File: config.mk
export PLATFORM = sky130hd
export DESIGN_NAME = rot_rename_unit
export DESIGN_NICKNAME = d
export VERILOG_FILES = /design/src/rtl/rot_rename_pkg.sv /design/src/rtl/rot_base_ctr.sv /design/src/rtl/rot_win_map.sv /design/src/rtl/rot_rename_unit.sv
export SDC_FILE = /design/constraint.sdc
export NUM_CORES = 1
export LEC_CHECK = 0
export ABC_CLOCK_PERIOD_IN_PS = 4000
export CAP_MARGIN = 25
export CORE_ASPECT_RATIO = 1.75
export CORE_UTILIZATION = 33
export DETAILED_ROUTE_END_ITERATION = 7
export GPL_TIMING_DRIVEN = 0
export MAX_ROUTING_LAYER = met4
export PLACE_DENSITY_LB_ADDON = 0.08
export SETUP_SLACK_MARGIN = 0.2
export SYNTH_ARGS = -nofsm -noshare
export SYNTH_HDL_FRONTEND = slang
export SYNTH_SLANG_ARGS = --single-unit
File: constraint.sdc
create_clock -name clk -period 4 [get_ports clk]
set_input_delay 0.8 -clock clk [delete_from_list [all_inputs] [get_ports clk]]
set_output_delay 0.8 -clock clk [all_outputs]
set_load 0.03 [all_outputs]
File: src/rtl/rot_rename_pkg.sv
package rot_rename_pkg;
  localparam int GR_COUNT      = 128;
  localparam int FR_COUNT      = 128;
  localparam int PR_COUNT      = 64;
  localparam int GR_LO         = 32;
  localparam int GR_GROUP_SZ   = 8;
  localparam int GR_MAX_GROUPS = 12;
  localparam int FR_LO         = 32;
  localparam int FR_SIZE       = 96;
  localparam int PR_LO         = 16;
  localparam int PR_SIZE       = 48;

  localparam int GR_IDX_W  = $clog2(GR_COUNT);
  localparam int FR_IDX_W  = $clog2(FR_COUNT);
  localparam int PR_IDX_W  = $clog2(PR_COUNT);
  localparam int GRP_W     = $clog2(GR_MAX_GROUPS + 1);
  localparam int GRP_SHIFT = $clog2(GR_GROUP_SZ);
  localparam int MAX_SIZE  = (GR_MAX_GROUPS * GR_GROUP_SZ > FR_SIZE) ?
                             GR_MAX_GROUPS * GR_GROUP_SZ : FR_SIZE;
  localparam int BASE_W    = $clog2(MAX_SIZE + 1);
endpackage

File: src/rtl/rot_base_ctr.sv
module rot_base_ctr #(
  parameter int BW = 7
) (
  input  logic          clk,
  input  logic          rst_n,
  input  logic          clear_i,
  input  logic          rotate_i,
  input  logic          resize_i,
  input  logic [BW-1:0] size_i,
  output logic [BW-1:0] base_o
);
  logic [BW-1:0] base_q;
  logic [BW-1:0] base_d;
  logic          base_en;

  always_comb begin
    base_d  = base_q;
    base_en = clear_i | resize_i | rotate_i;
    if (clear_i || resize_i) begin
      base_d = '0;
    end else if (rotate_i && (size_i != '0)) begin
      base_d = (base_q == '0) ? (size_i - 1'b1) : (base_q - 1'b1);
    end
  end

  always_ff @(posedge clk or negedge rst_n) begin
    if (!rst_n) begin
      base_q <= '0;
    end else if (base_en) begin
      base_q <= base_d;
    end
  end

  assign base_o = base_q;

  p_base_bound_r6: assert property (@(posedge clk) disable iff (!rst_n)
    (size_i != '0) |-> (base_q < size_i));
  p_base_empty_r4: assert property (@(posedge clk) disable iff (!rst_n)
    (size_i == '0) |-> (base_q == '0));
  p_step_down_r5: assert property (@(posedge clk) disable iff (!rst_n)
    (rotate_i && !clear_i && !resize_i && size_i != '0 && base_q != '0)
    |=> (base_q == BW'($past(base_q) - 1'b1)));
  p_wrap_top_r6: assert property (@(posedge clk) disable iff (!rst_n)
    (rotate_i && !clear_i && !resize_i && size_i != '0 && base_q == '0)
    |=> (base_q == BW'($past(size_i) - 1'b1)));
  p_clear_zero_r9: assert property (@(posedge clk) disable iff (!rst_n)
    clear_i |=> (base_q == '0));
  p_resize_zero_r10: assert property (@(posedge clk) disable iff (!rst_n)
    resize_i |=> (base_q == '0));
  p_idle_hold_r8: assert property (@(posedge clk) disable iff (!rst_n)
    (!rotate_i && !clear_i && !resize_i) |=> $stable(base_q));
endmodule

File: src/rtl/rot_win_map.sv
module rot_win_map #(
  parameter int IW = 7,
  parameter int BW = 7,
  parameter int LO = 32
) (
  input  logic [BW-1:0] size_i,
  input  logic [BW-1:0] base_i,
  input  logic [IW-1:0] log_i,
  output logic [IW-1:0] phys_o
);
  localparam int SW = ((IW > BW) ? IW : BW) + 1;

  logic [SW-1:0] log_x;
  logic [SW-1:0] off;
  logic [SW-1:0] sum;
  logic [SW-1:0] wrapped;
  logic          in_win;

  always_comb begin
    log_x   = SW'(log_i);
    off     = log_x - SW'(LO);
    in_win  = (size_i != '0) && (log_x >= SW'(LO)) && (off < SW'(size_i));
    sum     = off + SW'(base_i);
    wrapped = (sum >= SW'(size_i)) ? (sum - SW'(size_i)) : sum;
    phys_o  = in_win ? IW'(wrapped + SW'(LO)) : log_i;
  end
endmodule

File: src/rtl/rot_rename_unit.sv
module rot_rename_unit
  import rot_rename_pkg::*;
(
  input  logic                clk,
  input  logic                rst_n,
  input  logic                rot_clear,
  input  logic                gr_rotate,
  input  logic                fr_rotate,
  input  logic                pr_rotate,
  input  logic [GRP_W-1:0]    gr_groups,
  input  logic [GR_IDX_W-1:0] gr_log,
  output logic [GR_IDX_W-1:0] gr_phys,
  input  logic [FR_IDX_W-1:0] fr_log,
  output logic [FR_IDX_W-1:0] fr_phys,
  input  logic [PR_IDX_W-1:0] pr_log,
  output logic [PR_IDX_W-1:0] pr_phys
);
  localparam logic [BASE_W-1:0] FR_SIZE_V = BASE_W'(FR_SIZE);
  localparam logic [BASE_W-1:0] PR_SIZE_V = BASE_W'(PR_SIZE);

  logic [GRP_W-1:0]  grp_clamped;
  logic [BASE_W-1:0] gr_size_d;
  logic [BASE_W-1:0] gr_size_q;
  logic              gr_resize;
  logic [BASE_W-1:0] gr_base;
  logic [BASE_W-1:0] fr_base;
  logic [BASE_W-1:0] pr_base;

  always_comb begin
    grp_clamped = (gr_groups > GRP_W'(GR_MAX_GROUPS)) ? GRP_W'(GR_MAX_GROUPS) : gr_groups;
    gr_size_d   = BASE_W'(grp_clamped) << GRP_SHIFT;
    gr_resize   = (gr_size_d != gr_size_q);
  end

  always_ff @(posedge clk or negedge rst_n) begin
    if (!rst_n) begin
      gr_size_q <= '0;
    end else if (gr_resize) begin
      gr_size_q <= gr_size_d;
    end
  end

  rot_base_ctr #(.BW(BASE_W)) u_gr_base (
    .clk(clk), .rst_n(rst_n), .clear_i(rot_clear), .rotate_i(gr_rotate),
    .resize_i(gr_resize), .size_i(gr_size_q), .base_o(gr_base));
  rot_base_ctr #(.BW(BASE_W)) u_fr_base (
    .clk(clk), .rst_n(rst_n), .clear_i(rot_clear), .rotate_i(fr_rotate),
    .resize_i(1'b0), .size_i(FR_SIZE_V), .base_o(fr_base));
  rot_base_ctr #(.BW(BASE_W)) u_pr_base (
    .clk(clk), .rst_n(rst_n), .clear_i(rot_clear), .rotate_i(pr_rotate),
    .resize_i(1'b0), .size_i(PR_SIZE_V), .base_o(pr_base));

  rot_win_map #(.IW(GR_IDX_W), .BW(BASE_W), .LO(GR_LO)) u_gr_map (
    .size_i(gr_size_q), .base_i(gr_base), .log_i(gr_log), .phys_o(gr_phys));
  rot_win_map #(.IW(FR_IDX_W), .BW(BASE_W), .LO(FR_LO)) u_fr_map (
    .size_i(FR_SIZE_V), .base_i(fr_base), .log_i(fr_log), .phys_o(fr_phys));
  rot_win_map #(.IW(PR_IDX_W), .BW(BASE_W), .LO(PR_LO)) u_pr_map (
    .size_i(PR_SIZE_V), .base_i(pr_base), .log_i(pr_log), .phys_o(pr_phys));

  p_fr_outside_r7: assert property (@(posedge clk) disable iff (!rst_n)
    (int'(fr_log) < FR_LO) |-> (fr_phys == fr_log));
  p_pr_outside_r7: assert property (@(posedge clk) disable iff (!rst_n)
    (int'(pr_log) < PR_LO) |-> (pr_phys == pr_log));
  p_gr_inside_r4: assert property (@(posedge clk) disable iff (!rst_n)
    ((int'(gr_log) >= GR_LO) && (int'(gr_log) < GR_LO + int'(gr_size_q)))
    |-> ((int'(gr_phys) >= GR_LO) && (int'(gr_phys) < GR_LO + int'(gr_size_q))));
  p_gr_size_cap_r4: assert property (@(posedge clk) disable iff (!rst_n)
    int'(gr_size_q) <= GR_MAX_GROUPS * GR_GROUP_SZ);
endmodule

After elaboration in Yosys (flattened, before gate mapping)
Cells that the tools add are included.
- flip-flop bits (word level): 25
- output and inout port bits: 20
- logic and storage cells: 67
- add/subtract/negate cells: 16
- $lt $le $gt $ge: 10
- equal/unequal tests: 1
- multiplexer cells: 16
- bitwise gates (word level): 4
- reduce and logical (&&, ||, !) cells: 16
- operators with widths (kind ; number):
    $mux 7 ; 13
    $sub 7x1->7 const B ; 4
    $add 8x7->8 ; 3
    $logic_not 7->1 ; 3
    $sub 7x6->8 const B ; 2
    $add 7x6->7 const B ; 2
    $ge 7x6->1 const B ; 2
    $mux 6 ; 2
    $ge 8x6->1 const B ; 1
    $ge 8x7->1 ; 1
    $ge 8x7->1 const B ; 1
    $lt 8x6->1 const B ; 1
    $lt 8x7->1 ; 1
    $lt 8x7->1 const B ; 1
    $reduce_bool 7->1 ; 1
    $sub 6x5->7 const B ; 1
    $sub 7x7->7 ; 1
    $sub 7x7->7 const B ; 1
    $add 6x5->6 const B ; 1
    $ge 6x5->1 const B ; 1
    $reduce_and 2->1 ; 3
    $reduce_bool 2->1 ; 3
    $sub 6x6->6 const B ; 1
    $logic_and 1x1->1 ; 5
    other kinds (5) ; 8

Longest topological paths before layout
- depth in word-level cells: 6
- depth in mapped cells: 13
- gate-level depth less buffers: 13

Modules after synthesis
From an unflattened synthesis, not the netlist that was laid out.
- cells, all modules: 537
- area total of the unflattened synthesis: 4496.8 sq um
- modules (own cells, without submodules) (module ; instances ; cells an instance ; area an instance (sq um) ; seq. area each (sq um)):
    rot_base_ctr ; 3 ; 58 ; 476.7 ; 175.2
    rot_win_map (u_gr_map) ; 1 ; 123 ; 1013.5 ; 0.0
    rot_win_map (u_fr_map) ; 1 ; 114 ; 943.4 ; 0.0
    rot_win_map (u_pr_map) ; 1 ; 105 ; 905.9 ; 0.0
    rot_rename_unit ; 1 ; 21 ; 203.9 ; 100.1

Worst setup path after synthesis
OpenSTA, ideal clock, no wires.
- path type: input to output
- from: in gr_log[0]
- to: out gr_phys[6]
- arrival time: 4125 ps
- required time: 3200 ps
- slack: -925 ps
- stages: 13
- path through: ha_1 > inv_1 > fa_1 > nor2b_1 > o31ai_1 > a21boi_0 > ha_1 > nor2b_1 > o21ai_0 > a31oi_1 > nor2_1 > o21ai_0 > o311ai_0
- word-level cells in the longest chain between the ends: 6
- elaborated cells between the ends (all ways): 11
- those cells by class: add/sub: 4; order compare: 3; mux: 2; reduce/logical: 2
- RTL lines (what ; line ; RTL):
    from (decl) ; rot_rename_unit.sv:11 ; input logic [GR_IDX_W-1:0] gr_log,
    $sub 7x6->8 ; rot_win_map.sv:21 ; off = log_x - SW'(LO);
    $add 8x7->8 ; rot_win_map.sv:23 ; sum = off + SW'(base_i);
    $sub 7x7->7 / $ge 8x7->1 (equally long branches) ; rot_win_map.sv:24 ; wrapped = (sum >= SW'(size_i)) ? (sum - SW'(size_i)) : sum;
    $mux 7 ; rot_win_map.sv:24 ;
    $add 7x6->7 ; rot_win_map.sv:25 ; phys_o = in_win ? IW'(wrapped + SW'(LO)) : log_i;
    $mux 7 (*) ; rot_win_map.sv:25 ;
    to (decl) ; rot_rename_unit.sv:12 ; output logic [GR_IDX_W-1:0] gr_phys,
Every way passes the cells marked *; elsewhere a longest branch is shown, timed or not.

Final worst setup path
- from: in gr_log[1]
- to: out gr_phys[5]
The elaborated chain is that of the path after synthesis.

==> run metrics <==
outcome finished with violations; failing checks negative setup slack; ANT nets after route 0; max-slew violation count 0; Seq/Total Area, Yosys around 21%; top-area cell type share of the netlist area 20.76%; Slew Limit Headroom between 40% and 50%; Worst Hold Margin approximately 0.58 ns; Die Wd 74.25 um; Sink Count 25; vias per inst ~5.2; WL final around 8800 um; GR Layer Usage met2 41.93%; Die ar. 9535 um2; Pre-antenna DRT Iters 4; Worst-Skew Late Latency 0.26 ns; ant diodes 0; clock skew approximately 0.0017 ns; Placement Rows 45; Crit Path Class input port to output port; maximum net fanout on the critical path 4; gr ovfl total 0; area of the core 8783 um2; I/O pin count 50; Starting Density between 30% and 40%; worst-path cell chain buf_8 -> ha_4 -> a211o_1 -> a21oi_2 -> nor2b_1 -> o32a_1 -> ha_4 -> buf_4 -> o21ai_2 -> a31oi_4 -> nand4b_1 -> buf_4 -> a21o_1 -> a31oi_4 -> buf_6; slew at the pin closest to its max-slew limit between 0.7 and 0.8 ns; Synth Register Bits 25; global-route usage over all layers between 10% and 20%; initial antenna violation count 0; Syn Nets approximately 450; syn_area_per_cell ~8.1 um2; slowest CP cell o32a_1; via count between 3000 and 4000; CTS Buf Count 3; DP HPWL between 6000 and 7000 um; met3 Use GR less than 1%; Die Span Y 128.4 um; Yosys top cell by area dfrtp_1; Crit. End Element output port; CTS max path bufs 2; Most Crowded Layer GR met2; VDD IR-drop max 0.0001624 V; Synth Cell Area about 3000 um2; WL/cell ~15 um; total of max-cap violations 0; pwr/cell area between 300 and 400 nW/um2; leak pwr between 1.5 and 2 nW; global-route wire length before repair ~14000 um; hold crit path type flop to flop; Final Critical Period between 4 and 5 ns; vias in the first global route approximately 3200; fin crit share 112.2%; top-count cell post-synth nor2_1; worst stage delay on the critical path 0.35 ns; RePlAce Congestion 0.8335; Setup Viol. Count Final 4; asr flop ratio synth between 90% and 100%; Finished Core Util 51.72%; nets@finish around 540; ranking of synthesized cells by area dfrtp_1 (21%), ha_1 (15%), nor2_1 (5.1%); yosys warns 0; IO buf count 47; htree depth 1; arrival time at the worst endpoint between 3 and 4 ns; Post-Synthesis Cells about 370; worst path required time 3.20 ns; Area Growth Syn to Fin 50.73%; post-route worst setup slack -0.4869 ns; Post-synth top cells nor2_1 (41), ha_1 (37), inv_1 (37), nand2_1 (26), dfrtp_1 (25); grt met1 use roughly 17%; Setup crit start kind input port; total power draw between 1 and 1.5 mW; First DRT Iteration DRCs between 50 and 60; Final Hold Vio Count 0; Clk pin slew, worst setup/hold paths 0.06 ns; Post-synth EDFFs 0; unrepaired setup endpoints after global routing true; synth unique cells between 60 and 70; ys flop type dfrtp_1; Max Clk Rate roughly 0.22 GHz; layout cells sized above 1 between 30% and 40%; CTS root buf clkbuf_16; drt drc 0; largest net degree at the start of global routing 17; TritonCTS clock tree built
-- final timing paths --
| kind | endpoint | depth (start not counted) | from | slack, ns |
|---|---|---|---|---|
| worst max-delay path | gr_phys[5] | 15 | gr_log[1] | -0.49 |
| min in group asynchronous | u_gr_base.base_o[1]$_DFFE_PN0P_ | 1 | rst_n | 1.00 |
| worst max register to register | u_gr_base.base_o[4]$_DFFE_PN0P_ | 9 | gr_size_q[4]$_DFFE_PN0P_ | 1.59 |
| max in group asynchronous | u_fr_base.base_o[6]$_DFFE_PN0P_ | 2 | rst_n | 2.44 |
| worst min register to register | u_fr_base.base_o[5]$_DFFE_PN0P_ | 2 | u_fr_base.base_o[5]$_DFFE_PN0P_ | 0.58 |
| worst min-delay path | u_fr_base.base_o[5]$_DFFE_PN0P_ | 2 | u_fr_base.base_o[5]$_DFFE_PN0P_ | 0.58 |
-- layout make-up --
type	instances	area, um2
Multi-Input combinational cell	304	2746
Timing Repair Buffer	88	764.5
Inverter	37	143.9
Tap cell	117	146.4
Clock buffer	4	78.83
Sequential cell	25	625.6
Fill cell	885	4240
Buffer	8	37.54
-- flip-flops by register name (all words and copies together), names as in the netlist --
name,flops
u_fr_base.base_o,7
u_gr_base.base_o,7
u_pr_base.base_o,7
gr_size_q,4
-- cell families after synthesis --
| family | share of synthesized area, % |
|---|---|
| AOI/OAI and AO/OA | 24.28 |
| xor gates and xnor gates | 7.264 |
| and+or+nand+nor | 21.38 |
| DFF | 20.76 |
| adders and majority gates | 18.02 |
| buffers and inverters | 5.853 |
| muxes | 2.449 |
-- metal layers --
layer,up-vias,wire length (um)
met5,-,0
met4,0,223
met3,14,119
met2,44,5425
met1,1448,3063
li1,1527,-
-- through the flow --
| step | worst slack, ns | TNS (ns) | instance area, um2 | cells |
|---|---|---|---|---|
| after CTS | -0.4473 | -1.610 | 4448 | 577 |
| after global placement | -1.686 | -11.04 | 3816 | 538 |
| after global routing | -0.5761 | -2.177 | 4543 | 583 |
| after detailed placement | -1.691 | -11.09 | 3827 | 539 |
| after floorplan | -0.2048 | -0.5160 | 3199 | 374 |
| final | -0.4869 | -1.761 | 4543 | 583 |
-- worst max-delay path: cells and delay by family --
family | cells | cell delay (ns)
compound gates | 7 | 1.44
fa+ha+maj | 2 | 0.47
buf+inv | 4 | 0.61
simple gates | 2 | 0.36
-- power breakdown --
part / total (mW) / internal [mW] / leakage [nW] / switching, mW
Combinational: 0.924 / 0.442 / 1.58 / 0.481
Clock: 0.226 / 0.136 / 0.0382 / 0.0900
Sequential: 0.304 / 0.272 / 0.331 / 0.0323
Total: 1.45 / 0.851 / 1.95 / 0.603
-- layout by cell type (no fill, tap or decap), drive strengths merged, types with 3 or more instances in the layout --
cell type	instances
a2111o	4
a211oi	10
a21boi	4
a21o	8
a21oi	16
a31oi	5
and3	4
buf	55
clkbuf	15
clkdlybuf4s50	17
dfrtp	25
dlygate4sd2	9
fa	4
ha	37
inv	37
mux2	3
mux2i	4
nand2	26
nand2b	7
nand3	13
nor2	41
nor2b	8
nor3	11
nor3b	3
o21a	7
o21ai	24
o31ai	3
or3	3
xnor2	13
xor2	12
-- timing repair --
item | 4_1_cts | 5_1_grt
gates resized for setup | 153 | 23
hold buffers | 0 | 0
gates cloned | 0 | 0
endpoints found under the setup margin | 12 | 11
setup buffers | 34 | 6
pin swaps | 46 | 13
Note: power is estimated with default switching activity, not from simulation.
